[config.mk]
export PLATFORM = sky130hd
export DESIGN_NAME = ll_resv_monitor
export DESIGN_NICKNAME = d
export VERILOG_FILES = /design/src/rtl/ll_resv_pkg.sv /design/src/rtl/resv_match.sv /design/src/rtl/resv_store.sv /design/src/rtl/ll_resv_monitor.sv
export SDC_FILE = /design/constraint.sdc
export NUM_CORES = 1
export LEC_CHECK = 0
export BUFFER_PORTS_ARGS = -buffer_cell sky130_fd_sc_hd__clkbuf_2
export CAP_MARGIN = 20
export CORE_MARGIN = 2
export CORE_UTILIZATION = 49
export DETAILED_ROUTE_END_ITERATION = 7
export HOLD_SLACK_MARGIN = 0.06
export PLACE_DENSITY = 0.86
export SYNTH_ARGS = -nofsm -noshare
export SYNTH_HDL_FRONTEND = slang
export SYNTH_SLANG_ARGS = --single-unit
[constraint.sdc]
create_clock -name clk -period 3.1 [get_ports clk]
set_input_delay 0.31 -clock clk [delete_from_list [all_inputs] [get_ports clk]]
set_output_delay 0.31 -clock clk [all_outputs]
set_load 0.005 [all_outputs]
[src/rtl/ll_resv_pkg.sv]
package ll_resv_pkg;

    typedef enum logic [1:0] {
        OP_IDLE     = 2'b00,
        OP_LOCK_RD  = 2'b01,
        OP_LOCK_WR  = 2'b10,
        OP_PLAIN_WR = 2'b11
    } op_kind_e;

    function automatic logic op_is(input logic v, input logic [1:0] kind, input op_kind_e want);
        return v && (op_kind_e'(kind) == want);
    endfunction

endpackage

[src/rtl/resv_match.sv]
module resv_match #(
    parameter int LINE_W  = 26,
    parameter int AGENT_W = 4
) (
    input  logic               held_valid,
    input  logic [LINE_W-1:0]  held_line,
    input  logic [AGENT_W-1:0] held_agent,
    input  logic [LINE_W-1:0]  req_line,
    input  logic [AGENT_W-1:0] req_agent,
    output logic               line_hit,
    output logic               owner_hit
);
    always_comb begin
        line_hit  = held_valid && (held_line == req_line);
        owner_hit = line_hit && (held_agent == req_agent);
    end
endmodule

[src/rtl/resv_store.sv]
module resv_store #(
    parameter int LINE_W  = 26,
    parameter int AGENT_W = 4
) (
    input  logic               clk,
    input  logic               rst,
    input  logic               set_en,
    input  logic [LINE_W-1:0]  set_line,
    input  logic [AGENT_W-1:0] set_agent,
    input  logic               drop_en,
    output logic               held_valid,
    output logic [LINE_W-1:0]  held_line,
    output logic [AGENT_W-1:0] held_agent
);
    always_ff @(posedge clk) begin
        if (rst) begin
            held_valid <= 1'b0;
            held_line  <= '0;
            held_agent <= '0;
        end else if (set_en) begin
            held_valid <= 1'b1;
            held_line  <= set_line;
            held_agent <= set_agent;
        end else if (drop_en) begin
            held_valid <= 1'b0;
        end
    end
endmodule

[src/rtl/ll_resv_monitor.sv]
module ll_resv_monitor
    import ll_resv_pkg::*;
#(
    parameter int LINE_W  = 26,
    parameter int AGENT_W = 4
) (
    input  logic               clk,
    input  logic               rst,
    input  logic               cmp_valid,
    input  logic [1:0]         cmp_kind,
    input  logic [LINE_W-1:0]  cmp_line,
    input  logic [AGENT_W-1:0] cmp_agent,
    input  logic               clr_valid,
    input  logic [LINE_W-1:0]  clr_line,
    output logic               sc_done,
    output logic               sc_pass,
    output logic               resv_valid,
    output logic [LINE_W-1:0]  resv_line,
    output logic [AGENT_W-1:0] resv_agent
);
    logic is_lr, is_lw, is_pw;
    logic op_line_hit, op_owner_hit, clr_hit;
    logic set_en, drop_en;

    always_comb begin
        is_lr = op_is(cmp_valid, cmp_kind, OP_LOCK_RD);
        is_lw = op_is(cmp_valid, cmp_kind, OP_LOCK_WR);
        is_pw = op_is(cmp_valid, cmp_kind, OP_PLAIN_WR);
    end

    resv_match #(.LINE_W(LINE_W), .AGENT_W(AGENT_W)) u_match (
        .held_valid (resv_valid),
        .held_line  (resv_line),
        .held_agent (resv_agent),
        .req_line   (cmp_line),
        .req_agent  (cmp_agent),
        .line_hit   (op_line_hit),
        .owner_hit  (op_owner_hit)
    );

    // external invalidation compares only the line
    assign clr_hit = clr_valid && resv_valid && (clr_line == resv_line);

    always_comb begin
        sc_done = is_lw;
        sc_pass = is_lw && op_owner_hit && !clr_hit;
        set_en  = is_lr;
        drop_en = clr_hit || (is_lw && op_line_hit) || (is_pw && op_owner_hit);
    end

    resv_store #(.LINE_W(LINE_W), .AGENT_W(AGENT_W)) u_store (
        .clk        (clk),
        .rst        (rst),
        .set_en     (set_en),
        .set_line   (cmp_line),
        .set_agent  (cmp_agent),
        .drop_en    (drop_en),
        .held_valid (resv_valid),
        .held_line  (resv_line),
        .held_agent (resv_agent)
    );
endmodule

== After elaboration in Yosys (flattened, before gate mapping) ==
Index checks and enable logic that the tools add are counted.

* Output and inout port bits: 33
* Bits in registers: 31
* Word-level logic and storage cells: 26
* Bits of input ports: 62

* Reductions and logical operators: 15
* Multiplexer cells: 2
* Eq/ne operators: 6

{| class="wikitable"
|+ Operators with widths
! cell !! count
|-
| $eq 26x26->1 || 2
|-
| $logic_and 1x1->1 || 11
|-
| $eq 2x2->1 const B || 2
|-
| $eq 4x4->1 || 1
|-
| $eq 2x1->1 const B || 1
|-
| $logic_or 1x1->1 || 2
|-
| $mux 1 || 2
|-
| $reduce_bool 2->1 || 1
|-
| $logic_not 1->1 || 1
|}

== Depth between registers and ports, before layout ==
Gate-level depths: netlist of the first run.

* Word-level depth: 7
* Depth in mapped cells: 6
* Gate-level depth less buffers: 5

== By module ==
A second synthesis of the first run with hierarchy kept.

* Cells, all modules: 187
* Area, all modules: 1814.2 um2

{| class="wikitable"
|+ By module, submodules not included
! module !! area each (um2) !! seq. area each (um2) !! cells an instance !! times used
|-
| resv_store || 1132.3 || 620.6 || 101 || 1
|-
| resv_match || 344.1 || 0.0 || 42 || 1
|-
| ll_resv_monitor || 337.8 || 0.0 || 44 || 1
|}

== Least setup slack after synthesis of the first run ==
OpenSTA, ideal clock, no wires.

* Kind: register to output
* Start point: register u_store.held_line[11]
* End point: output port sc_pass
* Cell stages (with the launch flop): 6
* Buffers on the path: 0
* Setup slack: 1454 ps
* Data arrival time: 1336 ps
* Data required time: 2790 ps
* Cells stage by stage: dfxtp_1 xnor2_1 nand4_1 nor4_1 nand4_1 nor4b_1

* Word-level cells in the longest chain between the ends: 5
* Elaborated cells on any way between the ends: 8
* Classes of those cells: 2 x eq/ne; 6 x reduce/logical

{| class="wikitable"
|+ Ends and longest elaborated chain
! what !! line !! source
|-
| start: declaration || resv_store.sv:12 || <nowiki>output logic [LINE_W-1:0] held_line,</nowiki>
|-
| start signal: assignment || resv_store.sv:22 || <nowiki>held_line <= set_line;</nowiki>
|-
| $eq 26x26->1 || resv_match.sv:14 || <nowiki>line_hit = held_valid && (held_line == req_line);</nowiki>
|-
| $logic_and 1x1->1 || resv_match.sv:14 ||
|-
| $logic_and 1x1->1 || resv_match.sv:15 || <nowiki>owner_hit = line_hit && (held_agent == req_agent);</nowiki>
|-
| $logic_and 1x1->1 || ll_resv_monitor.sv:46 || <nowiki>sc_pass = is_lw && op_owner_hit && !clr_hit;</nowiki>
|-
| $logic_and 1x1->1 (*) || ll_resv_monitor.sv:46 ||
|-
| end: declaration || ll_resv_monitor.sv:16 || <nowiki>output logic sc_pass,</nowiki>
|}

Every way passes the cells marked *; elsewhere a longest branch is shown, timed or not.

== Worst setup path after layout of the first run ==
* Start point: register u_store.held_line[10]
* End point: output port sc_pass

The elaborated chain is that of the path after synthesis.

==> results of run 1 <==
-- per-layer routing --
layer	vias up	GRT usage
li1	991	-
met1	887	0.305
met2	79	0.433
met3	14	0.0608
met4	0	0.112
met5	-	0
-- area by class of cell --
cell class | count | area share
Timing Repair Buffer | 95 | 0.197
Clock inverter | 1 | 0.00310
Multi-Input combinational cell | 198 | 0.479
Clock buffer | 7 | 0.0398
Sequential cell | 31 | 0.256
Tap cell | 48 | 0.0248
-- through the flow --
step	cell area [µm²]	setup WS [ns]	std cells
after floorplan	1810	1.45	239
after global placement	2320	0.963	372
after detailed placement	2320	0.993	372
after CTS	2420	0.731	380
after global routing	2420	0.521	380
final	2420	0.687	380
-- flip-flops by register name, summed over array words and instances, names as in the netlist --
register / flops
u_store.held_agent: 4
u_store.held_line: 26
u_store.held_valid: 1
-- how the worst min path moves through the flow --
stage / from / endpoint / slack [ns] / cells past startpoint
2_1_floorplan: rst / u_store.held_valid$_SDFFE_PP0P_ / 0.42 / 1
3_3_place_gp: u_store.held_agent[3]$_SDFFE_PP0P_ / u_store.held_agent[3]$_SDFFE_PP0P_ / 0.47 / 2
3_5_place_dp: u_store.held_agent[3]$_SDFFE_PP0P_ / u_store.held_agent[3]$_SDFFE_PP0P_ / 0.48 / 2
4_1_cts: cmp_agent[0] / u_store.held_agent[0]$_SDFFE_PP0P_ / 0.26 / 3
5_1_grt: cmp_line[25] / u_store.held_line[25]$_SDFFE_PP0P_ / 0.26 / 3
6_report: cmp_line[21] / u_store.held_line[21]$_SDFFE_PP0P_ / 0.26 / 3
-- critical path: stages, from the launching register on --
cell      delay, ns
dfxtp_1        0.35
xnor2_1        0.30
nand4_1        0.15
nor4_1         0.32
nand4_1        0.15
nor4b_1        0.37
clkbuf_2       0.18
-- report_power, final --
part	leakage, nW	switching, W	internal, W
sequential	0.252	0.0000170	0.000412
clock	0.0505	0.000163	0.000202
combinational	0.736	0.0000973	0.0000841
total	1.04	0.000277	0.000698
-- kinds of logic after synthesis --
group	count (synthesis)
AO/OA/AOI/OAI	33
XOR/XNOR	56
buffers and inverters	10
flip-flops	31
AND/OR/NAND/NOR	109
-- cells in the final DEF, fill, tap and decap left out, drive strengths merged --
cell type | Yosys | routed
a21oi | 31 | 31
and2 | 1 | 1
and4 | 1 | 1
buf | 0 | 1
clkbuf | 10 | 101
clkinvlp | 0 | 1
dfxtp | 31 | 31
nand2 | 65 | 65
nand3 | 3 | 3
nand4 | 17 | 17
nor2 | 10 | 10
nor2b | 1 | 1
nor4 | 9 | 9
nor4b | 1 | 1
o22ai | 1 | 1
o41ai | 1 | 1
or2 | 1 | 1
xnor2 | 33 | 33
xor2 | 23 | 23
==> summary.log, run 1 <==
[critical_path] Worst Setup SP u_store.held_line[10]$_SDFFE_PP0P_
[clock_tree] H-tree depth 2
[critical_path] terminus of the critical flop-to-flop path u_store.held_valid$_SDFFE_PP0P_
[floorplanning] vertical die dimension 64.9 µm
[clock_tree] Resize count post-CTS 0
[sta] final period demand of the worst path 2.41 ns
[routing] average wire per cell in the routed design 13.6 µm
[critical_path] Crit Path Category reg2out
[placed_design] RePlAce Congestion 0.966
[yosys] Synth Area in XOR/XNOR 0.270
[yosys] Post-Syn Nets 301
[yosys] Synth async-reset ratio 0
[routing] via density per instance 5.19
[yosys] Adder-Cell Fraction of Synth Area 0
[routing] routed length on met2 2.59 mm
[sta] share of the cycle needed by the critical path after routing 0.778
[routing] highest routed metal layer met4
[critical_path] CP endpoint kind primary output
[floorplanning] Core Region 3610 µm²
[floorplanning] die area 4210 µm²
[clock_tree] clock tree from TritonCTS built
[sta] maximum clock frequency 414 MHz
[routing] post-route ant nets 0
[grt] global-route wire length before repair 8.20 mm
[yosys] library cells used by synthesis 17
[power_and_ir_drop] total power after layout 0.000975 W
[grt] GR Util All Layers 0.255
[yosys] top flip-flop cell by instance count after synthesis dfxtp_1
[sta] number of hold violations in the final report 0
[run] # Max-Cap Violations 0
[clock_tree] buffers inserted by post-CTS timing repair 0
[yosys] portion of the post-synthesis area used by sequential elements 0.342
[final_layout] Reg area 621 µm²
[yosys] proportion of netlist area held by the largest area contributor 0.342
[routing] detailed-routed wire length on met3 319 µm
[clock_tree] post-cts hold buffer count 0
[sta] RSZ-0062 raised after global routing false
[grt] via count of the first global-routing pass 1834
[final_layout] layout filler cell count 330
[routing] sum of routed wire length over all layers 5.17 mm
[yosys] biggest area consumer among synthesized cells dfxtp_1
[critical_path] required time worst endpoint 2.79 ns
[clock_tree] worst skew pair latency 0.29 ns
[sta] Worst Max-Slew Pin Slew 0.703 ns
[clock_tree] root buf cell clkbuf_8
[placed_design] I/O Buffers 94
[yosys] top cells by area in the synthesized netlist dfxtp_1 34%, xnor2_1 16%, nand2_1 13%, xor2_1 11%, a21oi_1 8.6%
[yosys] Avg Inst Size Synth 7.59 µm²
[clock_tree] Num Clock Sinks 31
[placed_design] Post-DP HPWL 3.97 mm
[yosys] compound-cell area share of the yosys netlist 0.0938
[sta] Fin Setup TNS 0 ns
[final_layout] synthesis-to-layout area growth 33.4%
[clock_tree] CTS Buffer Depth 2
[final_layout] Ant. Diodes 0
[clock_tree] clock transition at the register clock pins on the worst setup and hold paths after CTS 0.07 ns
[final_layout] area occupied by multi-input gates 1160 µm²
[yosys] count of flip-flops with a built-in enable after synthesis 0
[yosys] most frequent cells after synthesis 65 x nand2_1, 33 x xnor2_1, 31 x a21oi_1, 31 x dfxtp_1, 23 x xor2_1
[critical_path] minimum setup slack among reg-to-reg paths 1.37 ns
[clock_tree] number of buffers inserted during clock tree synthesis 5
[grt] pin count of the biggest net entering global routing 33
[routing] router iterations before antenna repair 4
[floorplanning] chip width 64.9 µm
[yosys] Synth warnings 0
[sta] # setup viols final 0
[routing] final routed DRC violation total 0
[final_layout] fraction of layout cells with a size suffix above 1 0.316
[routing] number of design-rule violations left by the first detailed-router iteration 78
[yosys] post-synthesis sequential element count 31
[sta] number of slew-limit violations in the final report 0
[critical_path] depth of the worst register-to-register path 5
[sta] worst setup skew after layout 0.00537 ns
[critical_path] type of element launching the critical path flip-flop
[sta] final-layout worst hold slack 0.262 ns
[routing] routed vias 1971
[final_layout] nets 393
[critical_path] Arr. time, crit path 2.10 ns
[floorplanning] starting density of the core 0.503
[grt] Congestion Overflow GR 0
[critical_path] Worst R2R Start u_store.held_line[25]$_SDFFE_PP0P_
[power_and_ir_drop] maximum ir drop on the vdd rail 0.314 mV
[grt] initial antenna violation count 0
[yosys] most frequent cell after synthesis nand2_1
[routing] routed metal-1 wire length 2.12 mm
[yosys] largest family of logic cells by synthesized area simple AND/OR/NAND/NOR gates
[min_path] classification of the worst-slack hold path in2reg
[final_layout] post-layout util 0.671
[yosys] gate count of the mapped netlist 239
[sta] slew margin rel. 0.531
[floorplanning] Top-Level Pins 95
[critical_path] Critical path destination sc_pass
[status] result of the run complete, no violations
[power_and_ir_drop] power density normalized to cell area 403 nW/µm²
[floorplanning] Rows 22
[yosys] netlist area before placement 1810 µm²
[yosys] multiplexer share of the synthesized area 0
[power_and_ir_drop] leakage component of the power 1.04 nW
[critical_path] maximum fanout count along the critical path 4
[yosys] post-synthesis simple-gate area fraction 0.273
Power figures use the tool's default switching activity.
==> inputs of run 2 (changes only) <==
- ABC_AREA: default -> 1
- CORE_UTILIZATION: 49 -> 43
- PLACE_DENSITY: 0.86 -> 0.77
- clock period: 3.1 -> 1.9 ns (I/O delays scaled with it)
==> run 2 against run 1 <==
  * Worst hold slack worse by 0.10 ns
  * Register-to-register slack got worse by 0.80 ns
  * Synthesized cell count up 53%
  * Sequential share of layout area fell by 2.5 points
  * Final cell count increased by 38%
  * Clock skew shrank 0.00051 ns
  * Via count grew 21%
  * Sequential cell count unchanged
==> summary.log, run 2 <==
[min_path] classification of the worst-slack hold path in2reg
[clock_tree] post-cts hold buffer count 0 [unchanged]
[yosys] Synth async-reset ratio 0 [unchanged]
[yosys] most frequent cell after synthesis nand2_1
[power_and_ir_drop] combinational share of power 0.228 [+0.042]
[clock_tree] root buf cell clkbuf_8
[clock_tree] number of buffers inserted during clock tree synthesis 5 [unchanged]
[critical_path] Crit Path Category reg2out
[critical_path] Critical Path Max Stage Delay 0.39 ns [+0.02 ns]
[sta] worst setup skew after layout 0.00486 ns [-0.000512 ns]
[power_and_ir_drop] leakage component of the power 1.47 nW [+41%]
[sta] final period demand of the worst path 1.77 ns
[final_layout] fraction of layout cells with a size suffix above 1 0.295 [-0.0215]
[floorplanning] Top-Level Pins 95 [unchanged]
[power_and_ir_drop] clock power share 0.306 [-0.068]
[routing] average wire per cell in the routed design 10.7 µm [-21%]
[grt] via count of the first global-routing pass 2044 [+11%]
[yosys] post-synthesis sequential element count 31 [unchanged]
[placed_design] I/O Buffers 94 [unchanged]
[routing] number of design-rule violations left by the first detailed-router iteration 106 [+36%]
[sta] RSZ-0062 raised after global routing false
[final_layout] highest-count cells in the layout ignoring fill and taps 134 x nand2_1, 94 x clkbuf_2, 53 x nor2_1, 50 x inv_1
[routing] routed vias 2382 [+21%]
[routing] sum of routed wire length over all layers 5.64 mm [+9.2%]
[floorplanning] vertical die dimension 74.0 µm [+14%]
[yosys] biggest area consumer among synthesized cells dfxtp_1
[final_layout] synthesis-to-layout area growth 29.4%
[run] # Max-Cap Violations 0 [unchanged]
[yosys] portion of the post-synthesis area used by sequential elements 0.295 [-0.0472]
[routing] via density per instance 4.54 [-13%]
[clock_tree] worst skew pair latency 0.28 ns [about the same]
[floorplanning] chip width 74.0 µm [+14%]
[yosys] netlist area before placement 2100 µm² [+16%]
[critical_path] required time worst endpoint 1.71 ns [-1.08 ns]
[sta] slew margin rel. 0.529 [-0.00191]
[placed_design] worst slack at placement 0.405 ns [-0.588 ns]
[sta] final-layout worst hold slack 0.160 ns [-0.101 ns]
[clock_tree] H-tree depth 2 [unchanged]
[clock_tree] Resize count post-CTS 0 [unchanged]
[placed_design] Post-DP HPWL 4.52 mm [+14%]
[floorplanning] die area 5470 µm² [+30%]
[yosys] count of flip-flops with a built-in enable after synthesis 0 [unchanged]
[sta] number of hold violations in the final report 0 [unchanged]
[yosys] Synth warnings 0 [unchanged]
[clock_tree] buffers inserted by post-CTS timing repair 0 [unchanged]
[power_and_ir_drop] maximum ir drop on the vdd rail 0.366 mV [+17%]
[power_and_ir_drop] Psw 0.000462 W [+67%]
[routing] router iterations before antenna repair 4 [unchanged]
[critical_path] cell breakdown of the critical path xnor2_1, nand2_1, nor2_1, nand2_1, nor2_2, nand4_1, nor2_1, clkbuf_2
[critical_path] type of element launching the critical path flip-flop
[critical_path] buffering stage count on the worst path with inverters included 1 [unchanged]
[sta] # setup viols final 0 [unchanged]
[clock_tree] clock tree from TritonCTS built
[final_layout] final cell count without fillers 525 [+38%]
[final_layout] leading cell type in the layout, fill and taps excluded nand2_1
[final_layout] largest registers u_store.held_line (26), u_store.held_agent (4), u_store.held_valid (1)
[grt] pin count of the biggest net entering global routing 32 [-3.0%]
[power_and_ir_drop] Reg power frac 0.467 [+0.027]
[critical_path] CP endpoint kind primary output
[power_and_ir_drop] internal power 0.00109 W [+56%]
[final_layout] nets 521 [+33%]
[yosys] Avg Inst Size Synth 5.77 µm² [-24%]
[power_and_ir_drop] power density normalized to cell area 569 nW/µm² [+41%]
[grt] Congestion Overflow GR 0 [unchanged]
[placed_design] RePlAce Congestion 0.905 [-6.3%]
[status] result of the run complete, no violations
[sta] Worst Max-Slew Pin Slew 0.706 ns [+0.00287 ns]
[critical_path] maximum fanout count along the critical path 4 [unchanged]
[routing] final routed DRC violation total 0 [unchanged]
[critical_path] CP max-delay cell dfxtp_1
[yosys] proportion of netlist area held by the largest area contributor 0.295 [-0.0472]
[grt] initial antenna violation count 0 [unchanged]
[final_layout] Reg with most FFs u_store.held_line
[sta] Fin Setup TNS 0 ns [unchanged]
[yosys] top flip-flop cell by instance count after synthesis dfxtp_1
[yosys] gate count of the mapped netlist 365 [+53%]
[final_layout] flip-flop count of the largest register after layout 26 [unchanged]
[floorplanning] Core Region 4720 µm² [+31%]
[sta] maximum clock frequency 567 MHz
[yosys] library cells used by synthesis 19 [+2]
[routing] post-route ant nets 0 [unchanged]
[clock_tree] Num Clock Sinks 31 [unchanged]
[grt] GR Util All Layers 0.212 [-0.0433]
[grt] global-route wire length before repair 8.95 mm [+9.2%]
[sta] share of the cycle needed by the critical path after routing 0.929
[clock_tree] CTS Buffer Depth 2 [unchanged]
[yosys] Post-Syn Nets 427 [+42%]
[power_and_ir_drop] sw frac 0.298 [+0.0136]
[yosys] top cells by area in the synthesized netlist dfxtp_1 29%, nand2_1 24%, nor2_1 9.5%, inv_1 8.9%, a211oi_1 8.2%
[sta] number of slew-limit violations in the final report 0 [unchanged]
[final_layout] layout filler cell count 499 [+51%]
[yosys] most frequent cells after synthesis 134 x nand2_1, 53 x nor2_1, 50 x inv_1, 31 x dfxtp_1, 23 x a211oi_1
[sta] post-route worst setup slack 0.135 ns [-0.552 ns]
[placed_design] Placed Instances 519 [+40%]
[critical_path] cell type group with the largest total delay on the critical path simple AND/OR/NAND/NOR gates
[critical_path] Arr. time, crit path 1.58 ns [-0.52 ns]
[floorplanning] Rows 25 [+14%]
[floorplanning] starting density of the core 0.446 [-0.0576]
[final_layout] Ant. Diodes 0 [unchanged]
[clock_tree] clock transition at the register clock pins on the worst setup and hold paths after CTS 0.06 ns [about the same]
-- run 2: final timing paths --
| path | startpoint | depth (start not counted) | slack (ns) | end |
|---|---|---|---|---|
| max | u_store.held_line[18]$_SDFFE_PP0P_ | 8 | 0.13 | sc_pass |
| min | cmp_line[15] | 3 | 0.16 | u_store.held_line[15]$_SDFFE_PP0P_ |
| max reg2reg | u_store.held_line[8]$_SDFFE_PP0P_ | 11 | 0.57 | u_store.held_valid$_SDFFE_PP0P_ |
| min reg2reg | u_store.held_line[12]$_SDFFE_PP0P_ | 2 | 0.49 | u_store.held_line[12]$_SDFFE_PP0P_ |
-- run 2: kinds of logic (layout without fill, tap and decap cells) --
kind of cell    count (synthesis)  in the layout  share of synthesized area
xor+xnor                       17             17                     0.0707
simple gates                  203            203                      0.379
buf+inv                        81            174                      0.148
flops                          31             31                      0.295
compound gates                 33             33                      0.108
-- run 2: per-stage QoR --
stage                     total power [W]  area (µm²)   util
after CTS                         0.00157        2710  0.573
after global placement            0.00108        2630  0.557
after detailed placement          0.00109        2630  0.557
final                             0.00155        2720  0.576
after global routing              0.00165        2720  0.576
after floorplan                  0.000932        2100      -
-- run 2: cell type report --
type	instances	area [µm²]	area share
clock buffer	6	72.6	0.0267
inverter	72	270	0.0993
multi-input combinational	253	1180	0.433
sequential	31	631	0.232
tap	67	83.8	0.0308
timing repair buffer	96	485	0.178
-- run 2: per-layer routing --
layer,vias to the layer above,GRT usage,part of all wire
li1,1287,-,-
met1,1026,0.286,0.46
met2,67,0.345,0.48
met3,2,0.0528,0.062
met4,0,0.0424,0.0034
met5,-,0,0
-- run 2: worst register-to-register path: cells and delay by family, from the launching register on --
kind / cells / cell delay [ns]
AOI/OAI and AO/OA: 1 / 0.04
and+or+nand+nor: 9 / 0.70
DFF: 1 / 0.39
buffers and inverters: 1 / 0.05
-- run 2: power groups by stage --
stage,Sequential [W],Clock (W),Combinational [W]
6_report,0.000723,0.000474,0.000353
5_1_grt,0.000729,0.000516,0.000405
4_1_cts,0.000721,0.000493,0.000354
3_5_place_dp,0.000736,0,0.000352
3_3_place_gp,0.000733,0,0.000348
2_1_floorplan,0.000733,0,0.000198
==> inputs of run 3 (changes only) <==
- GPL_TIMING_DRIVEN: default -> 0
==> run 3 against run 2 <==
  * Final cell count up 1.7%
  * Die area unchanged
  * Combinational power up 2%
  * Critical path type unchanged
  * Clock power up 7.6%
  * Worst hold slack worse by 0.040 ns
  * Highest routed layer unchanged
  * Sequential share of layout area up 0.10 points
  * Maximum frequency up 1.4%
  * Critical path depth unchanged
  * Clock skew up 0.0049 ns
  * Design area up 1.9%
==> summary.log, run 3 (synthesis gave the netlist of run 2 again) <==
[grt] Congestion Overflow GR 0 [unchanged]
[placed_design] worst slack at placement 0.440 ns [+0.0350 ns]
[floorplanning] chip width 74.0 µm [unchanged]
[routing] average wire per cell in the routed design 11.1 µm [+3.1%]
[status] result of the run complete, no violations
[final_layout] layout filler cell count 474 [-5.0%]
[floorplanning] starting density of the core 0.446 [unchanged]
[grt] via count of the first global-routing pass 2118 [+3.6%]
[sta] maximum clock frequency 575 MHz [+1.4%]
[routing] final routed DRC violation total 0 [unchanged]
[placed_design] instance area after placement 2660 µm² [+1.0%]
[clock_tree] H-tree depth 2 [unchanged]
[clock_tree] Resize count post-CTS 0 [unchanged]
[final_layout] flip-flop count of the largest register after layout 26 [unchanged]
[critical_path] Arr. time, crit path 1.55 ns [-0.03 ns]
[final_layout] highest-count cells in the layout ignoring fill and taps 134 x nand2_1, 94 x clkbuf_2, 52 x nor2_1, 50 x inv_1, 23 x a211oi_1
[final_layout] cell area after layout 2780 µm² [+1.9%]
[sta] post-route worst setup slack 0.160 ns [+0.0249 ns]
[critical_path] required time worst endpoint 1.71 ns [about the same]
[floorplanning] Core Region 4720 µm² [unchanged]
[critical_path] CP max-delay cell dfxtp_1
[routing] via density per instance 4.56 [+0.42%]
[floorplanning] die area 5470 µm² [unchanged]
[clock_tree] worst skew pair latency 0.29 ns [about the same]
[floorplanning] Rows 25 [unchanged]
[critical_path] Critical Path Max Stage Delay 0.44 ns [+0.05 ns]
[critical_path] Crit Path Category reg2out
[clock_tree] clock transition at the register clock pins on the worst setup and hold paths after CTS 0.06 ns [about the same]
[sta] Fin Setup TNS 0 ns [unchanged]
[placed_design] Post-DP HPWL 4.77 mm [+5.5%]
[sta] # setup viols final 0 [unchanged]
[routing] sum of routed wire length over all layers 5.92 mm [+4.9%]
[sta] worst setup skew after layout 0.00972 ns [+0.00486 ns]
[min_path] classification of the worst-slack hold path in2reg
[routing] routed vias 2433 [+2.1%]
[run] # Max-Cap Violations 0 [unchanged]
[power_and_ir_drop] maximum ir drop on the vdd rail 0.376 mV [+2.6%]
[final_layout] fraction of layout cells with a size suffix above 1 0.323 [+0.0286]
[placed_design] RePlAce Congestion 0.897 [-0.82%]
[placed_design] I/O Buffers 94 [unchanged]
[clock_tree] root buf cell clkbuf_8
[power_and_ir_drop] power density normalized to cell area 575 nW/µm² [+0.94%]
[grt] initial antenna violation count 0 [unchanged]
[routing] number of design-rule violations left by the first detailed-router iteration 162 [+53%]
[critical_path] maximum fanout count along the critical path 5 [+1]
[clock_tree] buffers inserted by post-CTS timing repair 0 [unchanged]
[clock_tree] Num Clock Sinks 31 [unchanged]
[power_and_ir_drop] leakage component of the power 1.50 nW [+2.0%]
[sta] number of slew-limit violations in the final report 0 [unchanged]
[sta] final period demand of the worst path 1.74 ns [-0.0249 ns]
[power_and_ir_drop] total power after layout 0.00160 W [+2.9%]
[final_layout] Ant. Diodes 0 [unchanged]
[final_layout] Reg with most FFs u_store.held_line
[final_layout] nets 528 [+1.3%]
[clock_tree] number of buffers inserted during clock tree synthesis 5 [unchanged]
[grt] GR Util All Layers 0.223 [+0.0108]
[clock_tree] CTS Buffer Depth 2 [unchanged]
[sta] RSZ-0062 raised after global routing false
[critical_path] CP endpoint kind primary output
[grt] pin count of the biggest net entering global routing 11 [-66%]
[critical_path] cell breakdown of the critical path xnor2_1, nand2_1, nor2_1, nand2_1, nor2_2, nand4_1, nor2_2, clkbuf_2
[routing] post-route ant nets 0 [unchanged]
[floorplanning] vertical die dimension 74.0 µm [unchanged]
[clock_tree] clock tree from TritonCTS built
[floorplanning] Top-Level Pins 95 [unchanged]
[final_layout] largest registers u_store.held_line (26), u_store.held_agent (4), u_store.held_valid (1)
[grt] global-route wire length before repair 9.19 mm [+2.7%]
[clock_tree] post-cts hold buffer count 0 [unchanged]
[final_layout] leading cell type in the layout, fill and taps excluded nand2_1
[sta] Worst Max-Slew Pin Slew 0.615 ns [-0.0912 ns]
[final_layout] post-layout util 0.588 [+0.0111]
[sta] number of hold violations in the final report 0 [unchanged]
[sta] share of the cycle needed by the critical path after routing 0.916 [-0.0131]
[final_layout] synthesis-to-layout area growth 31.9%
[routing] router iterations before antenna repair 4 [unchanged]
[critical_path] type of element launching the critical path flip-flop
[sta] slew margin rel. 0.590 [+0.0608]
-- run 3: worst max-delay path: cells and delay by family (launching register included) --
kind	cells	cell delay, ns
xor gates and xnor gates	1	0.15
buffers and inverters	1	0.12
DFF	1	0.44
and+or+nand+nor	6	0.57
-- run 3: area by class of cell --
type                       count  area, µm²  share of cell area
inverter                      72        270              0.0974
multi-input combinational    253       1180               0.426
clock inverter                 1       5.00             0.00180
timing repair buffer          94        470               0.170
clock buffer                   7       76.3              0.0275
tap                           67       83.8              0.0302
sequential                    31        646               0.233
buffer                         9       41.3              0.0149
-- run 3: stage by stage --
| stage | hold WS [ns] | cells |
|---|---|---|
| final | 0.120 | 534 |
| after floorplan | 0.268 | 365 |
| after global routing | 0.109 | 534 |
| after CTS | 0.120 | 534 |
| after global placement | 0.408 | 526 |
| after detailed placement | 0.414 | 526 |
-- run 3: path summary, 6_finish.rpt --
| path | start | end | slack [ns] | cells after the start |
|---|---|---|---|---|
| setup / recovery | u_store.held_line[7]$_SDFFE_PP0P_ | sc_pass | 0.16 | 8 |
| hold / removal | rst | u_store.held_line[8]$_SDFFE_PP0P_ | 0.12 | 2 |
| setup reg to reg | u_store.held_line[21]$_SDFFE_PP0P_ | u_store.held_valid$_SDFFE_PP0P_ | 0.56 | 11 |
| hold reg to reg | u_store.held_line[8]$_SDFFE_PP0P_ | u_store.held_line[8]$_SDFFE_PP0P_ | 0.49 | 2 |
-- run 3: metal layers --
layer,track usage,share of wire
met2,0.372,0.46
met1,0.293,0.46
met3,0.0528,0.071
met5,0,0
met4,0.0485,0.0093
-- run 3: report_power, final --
group / switching, W / internal [W] / leakage (nW) / total, W
combinational: 0.000196 / 0.000164 / 1.19 / 0.000360
sequential: 0.0000406 / 0.000685 / 0.261 / 0.000725
clock: 0.000253 / 0.000257 / 0.0422 / 0.000510
